==> config.mk <==
export PLATFORM = sky130hd
export DESIGN_NAME = pirq_irq_router
export DESIGN_NICKNAME = d
export VERILOG_FILES = /design/src/rtl/pirq_router_pkg.sv /design/src/rtl/pirq_route_regs.sv /design/src/rtl/pirq_legacy_merge.sv /design/src/rtl/pirq_apic_merge.sv /design/src/rtl/pirq_irq_router.sv
export SDC_FILE = /design/constraint.sdc
export NUM_CORES = 1
export LEC_CHECK = 0
export ABC_AREA = 0
export BUFFER_PORTS_ARGS = -buffer_cell sky130_fd_sc_hd__buf_2
export CORE_MARGIN = 5
export CORE_UTILIZATION = 38
export DETAILED_ROUTE_END_ITERATION = 7
export PLACE_DENSITY_LB_ADDON = 0.15
export SYNTH_ARGS = -nofsm -noshare
export SYNTH_HDL_FRONTEND = slang
export SYNTH_SLANG_ARGS = --single-unit
==> constraint.sdc <==
create_clock -name clk -period 2.04 [get_ports clk]
set_clock_uncertainty 0.15 [all_clocks]
set_input_delay 0.306 -clock clk [delete_from_list [all_inputs] [get_ports clk]]
set_output_delay 0.306 -clock clk [all_outputs]
set_load 0.01 [all_outputs]
==> src/rtl/pirq_router_pkg.sv <==
package pirq_router_pkg;

    localparam int ROUTE_NUM_W = 7;
    localparam int LINE_W      = 5;

    typedef struct packed {
        logic                   dis;
        logic [ROUTE_NUM_W-1:0] num;
    } route_t;

    typedef enum logic [2:0] {
        SCI_TO_9   = 3'd0,
        SCI_TO_10  = 3'd1,
        SCI_TO_11  = 3'd2,
        SCI_RSV_3  = 3'd3,
        SCI_TO_20  = 3'd4,
        SCI_TO_21  = 3'd5,
        SCI_RSV_6  = 3'd6,
        SCI_RSV_7  = 3'd7
    } sci_code_e;

    typedef struct packed {
        logic              valid;
        logic [LINE_W-1:0] line;
    } sci_tgt_t;

    localparam logic [7:0] ROUTE_RESET = 8'h80;
    localparam logic [7:0] CTRL_RESET  = 8'h00;

    function automatic sci_tgt_t sci_decode(input logic [2:0] code);
        sci_tgt_t t;
        t.valid = 1'b1;
        case (sci_code_e'(code))
            SCI_TO_9:  t.line = LINE_W'(9);
            SCI_TO_10: t.line = LINE_W'(10);
            SCI_TO_11: t.line = LINE_W'(11);
            SCI_TO_20: t.line = LINE_W'(20);
            SCI_TO_21: t.line = LINE_W'(21);
            default: begin
                t.valid = 1'b0;
                t.line  = '0;
            end
        endcase
        return t;
    endfunction

endpackage

==> src/rtl/pirq_route_regs.sv <==
module pirq_route_regs
    import pirq_router_pkg::*;
#(
    parameter int N_PIRQ = 8,
    parameter int SEL_W  = 4
) (
    input  logic                     clk,
    input  logic                     rst,
    input  logic                     we,
    input  logic [SEL_W-1:0]         sel,
    input  logic [7:0]               wdata,
    input  logic                     sci_in,
    output route_t [N_PIRQ-1:0]      routes,
    output sci_tgt_t                 sci_tgt,
    output logic                     sci_q
);
    localparam int CTRL_SEL = N_PIRQ;

    logic [7:0] ctrl_q;

    for (genvar n = 0; n < N_PIRQ; n++) begin : g_route
        always_ff @(posedge clk) begin
            if (rst) begin
                routes[n] <= route_t'(ROUTE_RESET);
            end else if (we && sel == SEL_W'(n)) begin
                routes[n] <= route_t'(wdata);
            end
        end
    end

    always_ff @(posedge clk) begin
        if (rst) begin
            ctrl_q <= CTRL_RESET;
        end else if (we && sel == SEL_W'(CTRL_SEL)) begin
            ctrl_q <= wdata;
        end
    end

    // SCI level captured as a boolean; register only moves on a real change
    always_ff @(posedge clk) begin
        if (rst) begin
            sci_q <= 1'b0;
        end else if (sci_in != sci_q) begin
            sci_q <= sci_in;
        end
    end

    assign sci_tgt = sci_decode(ctrl_q[2:0]);

endmodule

==> src/rtl/pirq_legacy_merge.sv <==
module pirq_legacy_merge
    import pirq_router_pkg::*;
#(
    parameter int N_PIRQ = 8,
    parameter int N_LEG  = 16
) (
    input  logic [N_PIRQ-1:0]    pirq,
    input  route_t [N_PIRQ-1:0]  routes,
    input  logic                 sci_q,
    input  sci_tgt_t             sci_tgt,
    output logic [N_LEG-1:0]     leg_nxt
);
    for (genvar l = 0; l < N_LEG; l++) begin : g_line
        logic hit;
        always_comb begin
            hit = 1'b0;
            for (int n = 0; n < N_PIRQ; n++) begin
                // a number of N_LEG or above never matches any line index
                if (pirq[n] && !routes[n].dis && routes[n].num == ROUTE_NUM_W'(l)) begin
                    hit = 1'b1;
                end
            end
            if (sci_q && sci_tgt.valid && sci_tgt.line == LINE_W'(l)) begin
                hit = 1'b1;
            end
        end
        assign leg_nxt[l] = hit;
    end

endmodule

==> src/rtl/pirq_apic_merge.sv <==
module pirq_apic_merge
    import pirq_router_pkg::*;
#(
    parameter int N_PIRQ = 8,
    parameter int N_LEG  = 16,
    parameter int N_APIC = 24
) (
    input  logic [N_PIRQ-1:0] pirq,
    input  logic              sci_q,
    input  sci_tgt_t          sci_tgt,
    output logic [N_APIC-1:0] apic_nxt
);
    for (genvar g = 0; g < N_APIC; g++) begin : g_line
        localparam int PIDX = g - N_LEG;
        logic base;
        if (PIDX >= 0 && PIDX < N_PIRQ) begin : g_fixed
            assign base = pirq[PIDX];
        end else begin : g_none
            assign base = 1'b0;
        end
        assign apic_nxt[g] = base | (sci_q && sci_tgt.valid && sci_tgt.line == LINE_W'(g));
    end

endmodule

==> src/rtl/pirq_irq_router.sv <==
module pirq_irq_router
    import pirq_router_pkg::*;
#(
    parameter int N_PIRQ = 8,
    parameter int N_LEG  = 16,
    parameter int N_APIC = 24,
    parameter int SEL_W  = 4
) (
    input  logic              clk,
    input  logic              rst,
    input  logic [N_PIRQ-1:0] pirq_lvl,
    input  logic              sci_in,
    input  logic              cfg_we,
    input  logic [SEL_W-1:0]  cfg_sel,
    input  logic [7:0]        cfg_wdata,
    output logic [N_LEG-1:0]  legacy_irq,
    output logic [N_APIC-1:0] apic_irq
);
    route_t [N_PIRQ-1:0] routes;
    sci_tgt_t            sci_tgt;
    logic                sci_q;
    logic [N_LEG-1:0]    leg_nxt;
    logic [N_APIC-1:0]   apic_nxt;

    pirq_route_regs #(.N_PIRQ(N_PIRQ), .SEL_W(SEL_W)) u_regs (
        .clk    (clk),
        .rst    (rst),
        .we     (cfg_we),
        .sel    (cfg_sel),
        .wdata  (cfg_wdata),
        .sci_in (sci_in),
        .routes (routes),
        .sci_tgt(sci_tgt),
        .sci_q  (sci_q)
    );

    pirq_legacy_merge #(.N_PIRQ(N_PIRQ), .N_LEG(N_LEG)) u_leg (
        .pirq   (pirq_lvl),
        .routes (routes),
        .sci_q  (sci_q),
        .sci_tgt(sci_tgt),
        .leg_nxt(leg_nxt)
    );

    pirq_apic_merge #(.N_PIRQ(N_PIRQ), .N_LEG(N_LEG), .N_APIC(N_APIC)) u_apic (
        .pirq    (pirq_lvl),
        .sci_q   (sci_q),
        .sci_tgt (sci_tgt),
        .apic_nxt(apic_nxt)
    );

    always_ff @(posedge clk) begin
        if (rst) begin
            legacy_irq <= '0;
            apic_irq   <= '0;
        end else begin
            legacy_irq <= leg_nxt;
            apic_irq   <= apic_nxt;
        end
    end

endmodule

==> metrics.md, run 1 <==
| Metric | Value |
|---|---|
| Fmax | `0.534 GHz` |
| First-pass DRT Iterations | `5` |
| Met1 GRT Util | `28.5%` |
| Pwr Density | `723 nW/µm²` |
| Drt total wl | `15900 µm` |
| Nature of the critical path startpoint | `register` |
| Setup CP Type | `reg -> reg` |
| Worst-skew pair later-pin latency | `0.36 ns` |
| GP Congestion | `0.917` |
| CP endpoint kind | `register` |
| Post-synthesis cell count | `565` |
| Maximum vdd drop | `between 0.3 and 0.4 mV` |
| Hold Vio Cnt, Final | `0` |
| Fillers | `1283` |
| Die H | `124 µm` |
| CP max FO | `7` |
| Row count | `41` |
| Postcts setup bufs | `0` |
| Flop and latch count out of synthesis | `100` |
| Post-route minimum period | `1.87 ns` |
| Post-synthesis sequential area ratio | `40.3%` |
| Post-Syn Area per Cell | `8.78 µm²` |
| Vias in the first global route | `4212` |
| CTS-repair resized insts | `0` |
| Top cells by area, synth | `dfxtp_1 40%, mux2i_1 9.1%, nor4_1 5.7%, nor2_1 4.7%, nor3_1 4.6%` |
| Global Route Usage Sum | `20.2%` |
| Starting Density | `between 30% and 40%` |
| DR vias | `4540` |
| Max Cap Viol | `0` |
| WHS | `0.0381 ns` |
| Final period utilization | `between 90 and 100%` |
| # H-tree levels | `3` |
| Critical Path AT | `1.99 ns` |
| P&R area growth vs syn | `16.9%` |
| Max Root-Sink Buffers | `2` |
| RSZ-0062 raised after global routing | `no` |
| Sum Neg Setup Slack | `0 ns` |
| CTS tree | `yes` |
| Clk slew on worst S/H paths | `roughly 0.070 ns` |
| Yosys warning count | `0` |
| Sequential cell area | `2000 µm²` |
| Fin area | `5800 µm²` |
| Area post-placement | `roughly 5500 µm²` |
| Pin count of the biggest net entering global routing | `96` |
| Final setup violation count | `0` |
| IO buf count | `55` |
| DRC viols | `0` |
| DR iter-0 viols | `338` |
| Final setup margin | `0.168 ns` |
| Share of cells above drive strength 1 | `19.1%` |
| Multi-input logic area | `around 2700 µm²` |
| Synth Cell Area | `4960 µm²` |
| Grt total ovfl | `0` |
| Synth top area share | `40.3%` |
| Chip Width | `between 100 and 150 µm` |
| Wirelength per Cell | `20.1 µm` |
| P_leak | `between 2 and 2.5 nW` |
| Worst Path Required | `2.16 ns` |
| Outcome | `finished clean` |
| Grt met3 use | `3.56%` |
| Sink Count | `100` |
| Synth unique cells | `49` |
| Fin. max-slew vios | `0` |
| Core area | `12700 µm²` |
| CTS Buf Count | `9` |
| Slew headroom | `about 56%` |
| Root Driver | `clkbuf_16` |
| R2R setup slack | `0.17 ns` |
| Initial antenna violation count | `0` |
| Avg Vias per Cell | `around 5.7` |
| Hold Path Class | `in -> reg` |
| Die ar. | `15400 µm²` |
| Post-DRT Antenna Nets | `0` |
| Dpl ws | `0.203 ns` |
| Met2 Track Usage GR | `31.1%` |
| Top Usage Layer GRT | `met2` |
| Ports | `64` |
| Hpwl dp | `11900 µm` |
| Number of flops mapped to enable cells by yosys | `0` |
| Cell taking the most area after synthesis | `dfxtp_1` |
| Final nets | `approximately 640` |
| Worst-Margin Slew | `0.648 ns` |
| Post-synth ARST share | `0%` |
| First-pass GRT wire length | `24600 µm` |
| Synth Flop Type | `dfxtp_1` |
| Post-Route Utilization | `45.6%` |
| N_diodes | `0` |
## worst max-delay path, stage by stage, from the launching register on
cell and delay, ns:
dfxtp_1 0.42, or3b_1 0.47, nor4_1 0.40, nor4_1 0.15, a31oi_1 0.19
## cell families (layout without fill, tap and decap cells)
kind of cell,after synthesis,in the layout,synth area share (%)
simple gates,274,274,33.4
mux,45,45,9.08
flops,100,100,40.3
compound gates,77,77,10.8
other cells,1,13,0.0756
buf+inv,68,110,6.30
## cells in the final DEF (no fill, tap or decap), types with 8 or more instances in the layout
master     count
dfxtp_1      100
nor2_1        62
buf_2         55
nor3_1        46
mux2i_1       45
nor4_1        45
buf_4         31
nand2_1       18
nor2b_1       15
a21oi_1       15
a31oi_1       15
conb_1        13
nand3_1       10
nand4bb_1     10
nand4b_1       9
clkbuf_16      9
o21ai_0        8
a32oi_1        8
## state kept, by name, summed over array words and instances, names as in the netlist
register,cells
u_regs.routes,64
u_regs.ctrl_q,3
apic_irq,16
legacy_irq,16
u_regs.sci_q,1
## final cells by class
type | count | area share [%]
multi-input cells | 409 | 46.4
flip-flops and latches | 100 | 34.5
repair buffers | 88 | 9.27
clock buffers | 10 | 4.12
well taps | 172 | 3.71
clock inverters | 6 | 1.62
inverters | 6 | 0.388
## worst paths after layout
path / endpoint / startpoint / cells after the start
setup / recovery: legacy_irq[8] / u_regs.routes[19] / 4
hold / removal: apic_irq[19] / pirq_lvl[3] / 2
setup reg to reg: legacy_irq[8] / u_regs.routes[19] / 4
hold reg to reg: u_regs.routes[5] / u_regs.routes[5] / 2
## power breakdown
part	internal [W]	switching (W)
Clock	0.00112	0.000785
Combinational	0.0000972	0.000183
Sequential	0.00199	0.0000254
## per-stage QoR
step	cells	total power, W
5_1_grt	791	0.00436
6_report	791	0.00420
3_5_place_dp	774	0.00233
2_1_floorplan	577	0.00223
4_1_cts	791	0.00425
3_3_place_gp	774	0.00233
## what timing repair did
item | CTS | global route
hold buffers | 1 | 0
hold endpoints to repair | 1 | 0
setup endpoints to repair | 0 | 0
## per-layer routing
metal / up-vias / wire [µm]
li1: 2193 / -
met1: 2132 / 7390
met2: 191 / 7070
met3: 24 / 1070
met4: 0 / 374
met5: - / 0
## cells in the mapped netlist (5+ instances only)
library cell and instances:
nor2_1 62, a211oi_1 6, a32oi_1 8, or3_1 5
o21ai_0 8, nand3_1 10, nand2_1 18, dfxtp_1 100
mux2i_1 45, nor3b_1 6, inv_1 6, a22oi_1 6
clkbuf_1 30, nor4_1 45, buf_4 8, nand4bb_1 10
a31oi_1 15, nand2b_1 7, buf_2 22, nor2b_1 15
a211o_1 7, nor3_1 46, a21oi_1 15, nand4b_1 9
nand3b_1 6
Note: power is estimated with default switching activity, not from simulation.
==> inputs of run 2 (changes only) <==
==> constraint.sdc (replaced) <==
create_clock -name clk -period 2.04 [get_ports clk]
set_clock_uncertainty 0.15 [all_clocks]
set_input_delay 0.204 -clock clk [delete_from_list [all_inputs] [get_ports clk]]
set_output_delay 0.204 -clock clk [all_outputs]
set_load 0.01 [all_outputs]
==> run 2 against run 1 <==
  * Cell area decreased by 0.30%
  * First-iteration DRC count decreased by 16%
  * Wire length is 2.5% higher
  * Non-clock buffer count down 1
  * Cell count shrank 0.13%
  * Die area unchanged
  * Combinational power is 1% higher
==> metrics.md, run 2 (synthesis gave the netlist of run 1 again) <==
| Metric | Value |
|---|---|
| R2R setup slack | `0.04 ns (was 0.17 ns)` |
| First-pass DRT Iterations | `5 (unchanged)` |
| Ports | `64 (unchanged)` |
| Finished Layout Cells | `790 (was 791)` |
| Combinational share of power | `7.0% (was 6.7%)` |
| Worst R2R End | `legacy_irq[13] (was legacy_irq[8])` |
| HP Start | `pirq_lvl[6] (was pirq_lvl[3])` |
| Hold-critical path depth | `2 (unchanged)` |
| Max Root-Sink Buffers | `2 (unchanged)` |
| CP max FO | `10 (was 7)` |
| Drt total wl | `16300 µm (was 15900 µm)` |
| Final period utilization | `98.1% (was 91.8%)` |
| FF-to-FF Start | `u_regs.routes[14] (was u_regs.routes[19])` |
| Fillers | `1303 (was 1283)` |
| P&R area growth vs syn | `16.6% (was 16.9%)` |
| Fin. max-slew vios | `0 (unchanged)` |
| DRC viols | `0 (unchanged)` |
| Grt total ovfl | `0 (unchanged)` |
| Crit path buffers/inverters | `0 (unchanged)` |
| Most frequent cells in the layout | `100 x dfxtp_1, 62 x nor2_1, 55 x buf_2 (unchanged)` |
| Post-route minimum period | `2.00 ns (was 1.87 ns)` |
| Global Route Usage Sum | `20.7% (was 20.2%)` |
| Critical Path AT | `2.05 ns (was 1.99 ns)` |
| Maximum vdd drop | `0.636 mV (was 0.346 mV)` |
| Share of cells above drive strength 1 | `18.1% (was 19.1%)` |
| Clk slew on worst S/H paths | `0.06 ns (was 0.07 ns)` |
| Die H | `124 µm (unchanged)` |
| Slew headroom | `57.6% (was 56.4%)` |
| GP Congestion | `0.911 (was 0.917)` |
| CTS tree | `yes (unchanged)` |
| Sum Neg Setup Slack | `0 ns (unchanged)` |
| Switch Pwr | `0.000946 W (was 0.000993 W)` |
| Pwr Density | `700 nW/µm² (was 723 nW/µm²)` |
| Clk pwr share | `43.3% (was 45.4%)` |
| N_diodes | `0 (unchanged)` |
| Setup CP Type | `reg -> reg (unchanged)` |
| Worst-skew pair later-pin latency | `0.35 ns (was 0.36 ns)` |
| Avg Vias per Cell | `5.71 (was 5.74)` |
| Sequential cell area | `2000 µm² (unchanged)` |
| Sink Count | `100 (unchanged)` |
| Max incr delay on CP | `0.54 ns (was 0.47 ns)` |
| Post-DRT Antenna Nets | `0 (unchanged)` |
| Die ar. | `15400 µm² (unchanged)` |
| Hold Path End | `apic_irq[22] (was apic_irq[19])` |
| Area post-placement | `5420 µm² (was 5460 µm²)` |
| CP top delay family | `simple AND/OR/NAND/NOR gates (unchanged)` |
| Fmax | `0.499 GHz (was 0.534 GHz)` |
| Max Cap Viol | `0 (unchanged)` |
| Largest Register | `u_regs.routes (unchanged)` |
| CP endpoint kind | `register (unchanged)` |
| P_leak | `2.16 nW (was 2.19 nW)` |
| RSZ-0062 raised after global routing | `no (unchanged)` |
| Pin count of the biggest net entering global routing | `71 (was 96)` |
| Core area | `12700 µm² (unchanged)` |
| Sw Share | `23.4% (was 23.7%)` |
| Pint | `0.00310 W (was 0.00321 W)` |
| DR iter-0 viols | `285 (was 338)` |
| Worst-Margin Slew | `0.628 ns (was 0.648 ns)` |
| Post-Route Utilization | `45.5% (was 45.6%)` |
| Root Driver | `clkbuf_16 (unchanged)` |
| # H-tree levels | `3 (unchanged)` |
| Row count | `41 (unchanged)` |
| Starting Density | `39.0% (unchanged)` |
| Flip-flop count of the largest register after layout | `64 (unchanged)` |
| CTS Buf Count | `9 (unchanged)` |
| Most common cell after layout, fill and taps aside | `dfxtp_1 (unchanged)` |
| Final nets | `637 (was 638)` |
| Final setup violation count | `0 (unchanged)` |
| Hpwl dp | `12300 µm (was 11900 µm)` |
| Fin area | `5790 µm² (was 5800 µm²)` |
| Outcome | `finished clean (unchanged)` |
| DR vias | `4510 (was 4540)` |
| Hold Path Class | `in -> reg (unchanged)` |
| Vias in the first global route | `4270 (was 4212)` |
| Inst Count DP | `768 (was 774)` |
| R2r worst-path depth | `4 (unchanged)` |
| Postcts setup bufs | `0 (unchanged)` |
| Biggest regs | `u_regs.routes: 64 flops, apic_irq: 16 flops, legacy_irq: 16 flops (unchanged)` |
| Wirelength per Cell | `20.6 µm (was 20.1 µm)` |
| Initial antenna violation count | `0 (unchanged)` |
| Crit-path cells | `nand2b_1 -> nor3_1 -> nor4_1 -> a31oi_1 (was or3b_1 -> nor4_1 -> nor4_1 -> a31oi_1)` |
| Chip Width | `124 µm (unchanged)` |
| Hold Vio Cnt, Final | `0 (unchanged)` |
| First-pass GRT wire length | `25000 µm (was 24600 µm)` |
| Sequential power share | `49.7% (was 47.9%)` |
| Multi-input logic area | `2700 µm² (was 2690 µm²)` |
| Nature of the critical path startpoint | `register (unchanged)` |
| IO buf count | `55 (unchanged)` |
| Worst Path Required | `2.09 ns (was 2.16 ns)` |
| CP max stage cell | `dfxtp_1 (was or3b_1)` |
-- run 2: cell count changes in the layout (fill, tap and decap cells not counted), sizes merged --
cell / delta
dlygate4sd3: +5
inv: -2
bufinv: -1
clkinvlp: +1
buf: -6
clkbuf: +2
-- run 2: repair_timing --
action / 4_1_cts / 5_1_grt
gates resized for setup: 0 / 1
setup endpoints to repair: 0 / 1
hold buffers: 6 / 0
endpoints found under the hold margin: 6 / 0
-- run 2: metrics by stage --
step                      hold WS [ns]  power, W  worst slack [ns]
after floorplan                  0.172   0.00223             0.528
after global placement           0.268   0.00233            0.0558
after detailed placement         0.294   0.00233            0.0729
after CTS                      0.00271   0.00409            0.0401
after global routing            0.0110   0.00420            0.0176
final                           0.0124   0.00405            0.0380
-- run 2: cell type report --
type	instances	share of cell area, %
tap	172	3.72
timing repair buffer	87	9.39
sequential	100	34.6
clock inverter	4	0.822
inverter	6	0.389
multi-input combinational	409	46.6
clock buffer	12	4.43
-- run 2: power by group through the flow --
stage / combinational (W) / clock (W) / sequential (W)
2_1_floorplan: 0.000169 / 0 / 0.00206
3_3_place_gp: 0.000273 / 0 / 0.00206
3_5_place_dp: 0.000276 / 0 / 0.00206
4_1_cts: 0.000286 / 0.00179 / 0.00201
5_1_grt: 0.000309 / 0.00188 / 0.00202
6_report: 0.000284 / 0.00175 / 0.00201
-- run 2: per-layer routing --
metal | global-route usage (%) | vias up | wire (µm)
li1 | - | 2180 | -
met5 | 0 | - | 0
met4 | 6.25 | 0 | 356
met2 | 31.2 | 150 | 7080
met1 | 29.5 | 2158 | 7830
met3 | 4.63 | 22 | 1030
-- run 2: worst max-delay path by stage --
stage                      startpoint  slack (ns)        endpoint  cells past startpoint
detailed placement  u_regs.routes[12]        0.07  legacy_irq[10]                      5
global route        u_regs.routes[39]        0.02   legacy_irq[0]                      4
finish              u_regs.routes[14]        0.04  legacy_irq[13]                      4
global placement    u_regs.routes[12]        0.06  legacy_irq[10]                      5
floorplan           u_regs.routes[23]        0.53   legacy_irq[0]                      4
CTS                 u_regs.routes[12]        0.04  legacy_irq[10]                      5
